File: config.mk
export PLATFORM = sky130hd
export DESIGN_NAME = gsc_seq
export DESIGN_NICKNAME = d
export VERILOG_FILES = /design/src/rtl/gsc_pkg.sv /design/src/rtl/gsc_sync.sv /design/src/rtl/gsc_counter.sv /design/src/rtl/gsc_channel.sv /design/src/rtl/gsc_seq.sv
export SDC_FILE = /design/constraint.sdc
export NUM_CORES = 1
export LEC_CHECK = 0
export BUFFER_PORTS_ARGS = -buffer_cell sky130_fd_sc_hd__buf_2
export CAP_MARGIN = 20
export CORE_MARGIN = 10
export CORE_UTILIZATION = 45
export CTS_CLUSTER_DIAMETER = 40
export DETAILED_ROUTE_END_ITERATION = 10
export GPL_ROUTABILITY_DRIVEN = 0
export GPL_TIMING_DRIVEN = 0
export PLACE_DENSITY = 0.63
export SYNTH_ARGS = -nofsm -noshare
export SYNTH_HDL_FRONTEND = slang
export SYNTH_SLANG_ARGS = --single-unit
File: constraint.sdc
create_clock -name clk -period 3.3 [get_ports clk]
set_input_delay 0.33 -clock clk [delete_from_list [all_inputs] [get_ports clk]]
set_output_delay 0.33 -clock clk [all_outputs]
set_load 0.05 [all_outputs]
File: src/rtl/gsc_pkg.sv
package gsc_pkg;
  typedef enum logic [1:0] {
    PH_IDLE = 2'd0,
    PH_RUN  = 2'd1,
    PH_DONE = 2'd2
  } phase_t;
endpackage

File: src/rtl/gsc_sync.sv
module gsc_sync #(
  parameter int W = 2
) (
  input  logic         clk,
  input  logic         rst,
  input  logic [W-1:0] async_i,
  output logic [W-1:0] lvl_o,
  output logic [W-1:0] lvl_d_o
);
  logic [W-1:0] meta_q, lvl_q, lvl_dq;

  always_ff @(posedge clk) begin
    if (rst) begin
      meta_q <= '0;
      lvl_q  <= '0;
      lvl_dq <= '0;
    end else begin
      meta_q <= async_i;
      lvl_q  <= meta_q;
      lvl_dq <= lvl_q;
    end
  end

  assign lvl_o   = lvl_q;
  assign lvl_d_o = lvl_dq;
endmodule

File: src/rtl/gsc_counter.sv
module gsc_counter
  import gsc_pkg::*;
#(
  parameter int CW = 7
) (
  input  logic          clk,
  input  logic          rst,
  input  logic          xfer_i,
  input  logic          start_i,
  input  logic          ccp_i,
  output logic          step_o,
  output logic [CW-1:0] cnt_o,
  output logic [CW-1:0] cnt_nx_o,
  output logic          done_o
);
  localparam logic [CW-1:0] TOP = {CW{1'b1}};

  phase_t        ph_q;
  logic [CW-1:0] cnt_q;

  assign step_o   = (ph_q == PH_RUN) && ccp_i;
  assign cnt_nx_o = cnt_q + 1'b1;

  always_ff @(posedge clk) begin
    if (rst) begin
      cnt_q <= '0;
      ph_q  <= PH_IDLE;
    end else if (xfer_i) begin
      cnt_q <= '0;
      ph_q  <= PH_IDLE;
    end else if (start_i) begin
      cnt_q <= '0;
      ph_q  <= PH_RUN;
    end else if (step_o) begin
      cnt_q <= cnt_nx_o;
      if (cnt_nx_o == TOP) ph_q <= PH_DONE;
    end
  end

  assign cnt_o  = cnt_q;
  assign done_o = (ph_q == PH_DONE);

  // one increment per accepted count-clock edge
  a_r5_single_step: assert property (@(posedge clk) disable iff (rst)
    (step_o && !xfer_i && !start_i) |=> (cnt_q == $past(cnt_q) + 1'b1));
  // count holds when no edge is accepted
  a_r5_idle_hold: assert property (@(posedge clk) disable iff (rst)
    (!step_o && !xfer_i && !start_i) |=> $stable(cnt_q));
  // finished conversion stays at the top count
  a_r7_no_wrap: assert property (@(posedge clk) disable iff (rst)
    (done_o && !xfer_i && !start_i) |=> (done_o && cnt_q == TOP));
endmodule

File: src/rtl/gsc_channel.sv
module gsc_channel #(
  parameter int CW = 7
) (
  input  logic          clk,
  input  logic          rst,
  input  logic          wr_hit_i,
  input  logic [CW-1:0] wr_code_i,
  input  logic          xfer_i,
  input  logic          start_i,
  input  logic          step_i,
  input  logic [CW-1:0] cnt_nx_i,
  output logic          track_o
);
  logic [CW-1:0] pend_q, cmp_q;
  logic          flag_q;
  logic          hit;

  assign hit = step_i && (cnt_nx_i == cmp_q);

  always_ff @(posedge clk) begin
    if (rst) pend_q <= '0;
    else if (wr_hit_i) pend_q <= wr_code_i;
  end

  always_ff @(posedge clk) begin
    if (rst) cmp_q <= '0;
    else if (xfer_i) cmp_q <= pend_q;
  end

  always_ff @(posedge clk) begin
    if (rst) flag_q <= 1'b0;
    else if (xfer_i) flag_q <= 1'b0;
    else if (start_i) flag_q <= (cmp_q != '0);
    else if (hit) flag_q <= 1'b0;
  end

  assign track_o = flag_q;

  // compare code only moves on a transfer
  a_r2_cmp_stable: assert property (@(posedge clk) disable iff (rst)
    !xfer_i |=> $stable(cmp_q));
  // transfer clears the tracking flag
  a_r3_clear_on_xfer: assert property (@(posedge clk) disable iff (rst)
    xfer_i |=> !flag_q);
  // flag only drops on a matching step
  a_r6_hold_until_match: assert property (@(posedge clk) disable iff (rst)
    (flag_q && !xfer_i && !start_i && !hit) |=> flag_q);
  // a matching step ends tracking
  a_r6_drop_on_match: assert property (@(posedge clk) disable iff (rst)
    (flag_q && hit && !xfer_i) |=> !flag_q);
endmodule

File: src/rtl/gsc_seq.sv
module gsc_seq #(
  parameter int NCH = 32,
  parameter int CW  = 7,
  parameter int IW  = $clog2(NCH)
) (
  input  logic           clk,
  input  logic           rst,
  input  logic           wr_en,
  input  logic [IW-1:0]  wr_idx,
  input  logic [CW-1:0]  wr_code,
  input  logic           lc_i,
  input  logic           cc_i,
  output logic [NCH-1:0] track_o,
  output logic [CW-1:0]  count_o,
  output logic           done_o
);
  localparam int LC_B = 0;
  localparam int CC_B = 1;

  logic [1:0]    lvl, lvl_d;
  logic          xfer, start, ccp, step;
  logic [CW-1:0] cnt_nx;

  gsc_sync #(.W(2)) u_sync (
    .clk     (clk),
    .rst     (rst),
    .async_i ({cc_i, lc_i}),
    .lvl_o   (lvl),
    .lvl_d_o (lvl_d)
  );

  assign xfer  = lvl[LC_B] && !lvl_d[LC_B];
  assign start = !lvl[LC_B] && lvl_d[LC_B];
  assign ccp   = lvl[CC_B] && !lvl_d[CC_B];

  gsc_counter #(.CW(CW)) u_cnt (
    .clk      (clk),
    .rst      (rst),
    .xfer_i   (xfer),
    .start_i  (start),
    .ccp_i    (ccp),
    .step_o   (step),
    .cnt_o    (count_o),
    .cnt_nx_o (cnt_nx),
    .done_o   (done_o)
  );

  for (genvar gi = 0; gi < NCH; gi++) begin : g_ch
    gsc_channel #(.CW(CW)) u_ch (
      .clk       (clk),
      .rst       (rst),
      .wr_hit_i  (wr_en && (wr_idx == IW'(gi))),
      .wr_code_i (wr_code),
      .xfer_i    (xfer),
      .start_i   (start),
      .step_i    (step),
      .cnt_nx_i  (cnt_nx),
      .track_o   (track_o[gi])
    );
  end

  // each load-count edge yields a single-cycle transfer
  a_r8_xfer_once: assert property (@(posedge clk) disable iff (rst)
    xfer |=> !xfer);
  // after a transfer no channel tracks
  a_r3_all_clear: assert property (@(posedge clk) disable iff (rst)
    xfer |=> (track_o == '0 && count_o == '0 && !done_o));
  // nothing tracks once the conversion is complete
  a_r7_done_idle: assert property (@(posedge clk) disable iff (rst)
    done_o |-> (track_o == '0));
endmodule

==> impl_metrics.env <==
export IMPL_yosys_area_share_adder=0.00111
export IMPL_setup_ws_ns=0.0353
export IMPL_numCtsBuffers=68
export IMPL_required_ns=3.83
export IMPL_whs_path_depth=3
export IMPL_rows=81
export IMPL_dieArea_mm2=0.0592
export IMPL_crit_fanout=10
export IMPL_cap_violations=0
export IMPL_dp_cells=3397
export IMPL_power_total_mw=14.3
export IMPL_maxSlewViolCount=0
export IMPL_synthDistinctLibCells=64
export IMPL_syn_inst=2679
export IMPL_p_clk_frac=0.540
export IMPL_firstDrtPassIters=6
export IMPL_worst_hold_path_type="in2reg"
export IMPL_cts_tree="done"
export IMPL_pwr_share_comb=0.039
export IMPL_antenna_found_initial=1
export IMPL_p_int_mw=10.9
export IMPL_drc=0
export IMPL_dr_total_vias=20700
export IMPL_synth_area_leaders="dfxtp_1 44%, nand2_1 9.7%, a21oi_1 8.2%"
export IMPL_cp_data_arrival_time_ns=3.80
export IMPL_grt_pass1_wl_um=123000
export IMPL_clock_skew_final_ns=0.0220
export IMPL_fmax_mhz=306
export IMPL_wire_per_inst_um=24.1
export IMPL_switchingPower_mw=3.43
export IMPL_status="complete, no violations"
export IMPL_start_util=0.457
export IMPL_grt_max_degree=14
export IMPL_gr_usage_all_layers=0.275
export IMPL_cts_sinks=495
export IMPL_io_buffers=49
export IMPL_rrSetupSlack_ns=0.04
export IMPL_ys_ff_latch=495
export IMPL_cts_max_level=3
export IMPL_reg2reg_to="g_ch[15].u_ch.track_o"
export IMPL_synth_top_family_by_area="simple AND/OR/NAND/NOR gates"
export IMPL_hold_viol_final=0
export IMPL_overflow=0
export IMPL_cts_setup_buffers=0
export IMPL_yosysTopAreaCellShare=0.441
export IMPL_vdd_ir_drop_max_v=0.000320
export IMPL_setup_viol=0
export IMPL_r2r_cells=8
export IMPL_wl_um=85100
export IMPL_layout_nets=2829
export IMPL_fp_coreArea_mm2=0.0492
export IMPL_synthMuxAreaShare=0.0696
export IMPL_via_per_inst=5.87
export IMPL_ys_seq_area_frac=0.441
export IMPL_clkLatencyLatePin_ns=0.61
export IMPL_final_common_cell="nand2_1"
export IMPL_drive_gt1_frac=0.0975
export IMPL_synth_simple_gate_area_frac=0.199
export IMPL_dp_hpwl_um=56800
export IMPL_synth_net_count=2698
export IMPL_fin_crit_sh=0.989
export IMPL_avgSynthCellArea_um2=8.38
export IMPL_end_kind="register"
export IMPL_async_flop_share=0
export IMPL_die_h_um=243
export IMPL_p_sw_frac=0.240
export IMPL_p_seq_frac=0.421
export IMPL_synth_top_cell_by_area="dfxtp_1"
export IMPL_fin_cells=3526
export IMPL_fin_crit_ns=3.26
export IMPL_cellLeakagePower_nw=9.04
export IMPL_whs_ns=0.0574
export IMPL_whs_endpoint="g_ch[9].u_ch.pend_q[1]"
export IMPL_critPathKind="reg2reg"
export IMPL_pre_cts_slack_ns=-0.249
export IMPL_grt_pass1_vias=19500
export IMPL_synth_edf_count=0
export IMPL_die_w_um=243
export IMPL_cts_root_buffer="clkbuf_16"
export IMPL_timing_slew_headroom=0.108
export IMPL_cellPowerDensity_mw_per_mm2=548
export IMPL_synth_xor_area_frac=0.100
export IMPL_synthFlopType="dfxtp_1"
export IMPL_tightestPinTransition_ns=1.33
export IMPL_synth_area_mm2=0.0224
export IMPL_drtIter0Drc=2777
export IMPL_pin_count=57
export IMPL_clock_path_buffers=3
export IMPL_r2r_start="u_cnt.cnt_o[1]"
export IMPL_yosysWarnings=0
export IMPL_startpoint_type="register"
export IMPL_synth_compound_area_frac=0.136
export IMPL_hold_start="wr_code[1]"
export IMPL_layout_common_cells="583 x nand2_1, 495 x dfxtp_1, 367 x a21oi_1"
export IMPL_syn_to_final_growth_pct=16.1
export IMPL_rsz0062_at_grt="no"
export IMPL_path_clk_slew_ns=0.06
export IMPL_ant_nets=0
==> cell type report <==
| cell class | count | area [µm²] |
|---|---|---|
| inverter | 13 | 48.8 |
| clock buffer | 82 | 1890 |
| clock inverter | 39 | 492 |
| buffer | 243 | 1150 |
| timing repair buffer | 61 | 389 |
| antenna | 1 | 2.50 |
| sequential | 495 | 9910 |
| multi-input combinational | 1928 | 11400 |
| fill | 4558 | 23100 |
| tap | 664 | 831 |
==> timing repair <==
| action | CTS | global route |
|---|---|---|
| hold buffers | 2 | 0 |
| pin swaps | 0 | 0 |
| endpoints found under the setup margin | 17 | 4 |
| gates resized for setup | 3 | 3 |
| hold endpoints to repair | 2 | 0 |
==> metrics by stage <==
| step | utilization | cell area [µm²] | setup TNS, ns |
|---|---|---|---|
| 6_report | 0.530 | 26100 | 0 |
| 4_1_cts | 0.529 | 26000 | 0 |
| 5_1_grt | 0.530 | 26100 | 0 |
| 3_5_place_dp | 0.480 | 23600 | -2.08 |
| 3_3_place_gp | 0.479 | 23500 | -1.04 |
| 2_1_floorplan | - | 22400 | 0 |
==> power by group through the flow <==
stage | Combinational, mW | Clock, mW | Sequential, mW
after floorplan | 0.282 | 0 | 6.15
after global placement | 0.510 | 0 | 6.15
after detailed placement | 0.522 | 0 | 6.15
after CTS | 0.526 | 7.73 | 6.02
after global routing | 0.571 | 7.99 | 6.02
final | 0.556 | 7.71 | 6.02
==> cell usage after synthesis, types with 4 or more instances <==
cell / count
nand2b_1: 17
xor2_1: 34
clkbuf_1: 153
a2111oi_0: 17
a21oi_1: 367
a211oi_1: 7
nand4b_1: 6
nor2_2: 8
o31a_1: 22
or4_1: 13
buf_4: 44
nor3_2: 4
and3_1: 4
nand2_1: 583
nand3_1: 88
o2111ai_1: 8
a2111oi_1: 6
o22a_1: 6
o21ai_0: 36
buf_1: 8
nor3_1: 35
o211ai_1: 14
o22ai_1: 8
buf_2: 37
a31oi_1: 8
dfxtp_1: 495
inv_1: 12
mux2i_1: 155
nand4_1: 4
o41ai_1: 11
nor2_1: 207
and2_1: 9
nor2b_1: 15
xnor2_1: 141
a221o_1: 6
xnor3_1: 30
nor4_1: 29
==> registers in the layout, indices dropped and copies added, names as in the netlist <==
signal             cells
g_ch.u_ch.pend_q     224
u_sync.meta_q          2
u_cnt.cnt_o            7
g_ch.u_ch.track_o     32
u_sync.lvl_d_o         2
g_ch.u_ch.cmp_q      224
u_cnt.ph_q             2
u_sync.lvl_o           2
==> cell families (layout without fill, tap and decap cells) <==
kind of cell | Yosys count | in the layout
AO/OA/AOI/OAI | 527 | 527
XOR/XNOR | 207 | 207
adder cells (fa/ha/maj) | 2 | 2
buffers and inverters | 256 | 438
flip-flops | 495 | 495
multiplexers | 156 | 156
other | 0 | 1
AND/OR/NAND/NOR | 1036 | 1036
==> worst max path at each step <==
stage | slack (ns) | to | cells past startpoint | start
after floorplan | 0.40 | g_ch[11].u_ch.track_o | 11 | u_cnt.cnt_o[0]
after global placement | -0.16 | g_ch[22].u_ch.track_o | 10 | u_cnt.cnt_o[0]
after detailed placement | -0.25 | g_ch[25].u_ch.track_o | 10 | u_cnt.cnt_o[0]
after CTS | 0.12 | g_ch[17].u_ch.track_o | 11 | u_cnt.cnt_o[0]
after global routing | 0.06 | g_ch[22].u_ch.track_o | 10 | u_cnt.cnt_o[0]
final | 0.04 | g_ch[15].u_ch.track_o | 8 | u_cnt.cnt_o[1]
==> per-layer routing <==
layer / vias up / share of wire / GRT usage
met5: - / 0 / 0
met4: 0 / 0.051 / 0.150
met3: 249 / 0.12 / 0.0751
met2: 1265 / 0.43 / 0.413
met1: 9855 / 0.40 / 0.354
li1: 9320 / - / -
==> critical path: stages, from the launching register on <==
cell and delay, ns:
dfxtp_1 0.53, ha_1 0.21, buf_2 0.20, nand3_1 0.13, nor2_2 0.49, xnor2_1 0.22
clkbuf_1 0.96, o21ai_0 0.24, a31oi_1 0.21
Note: power is estimated with default switching activity, not from simulation.
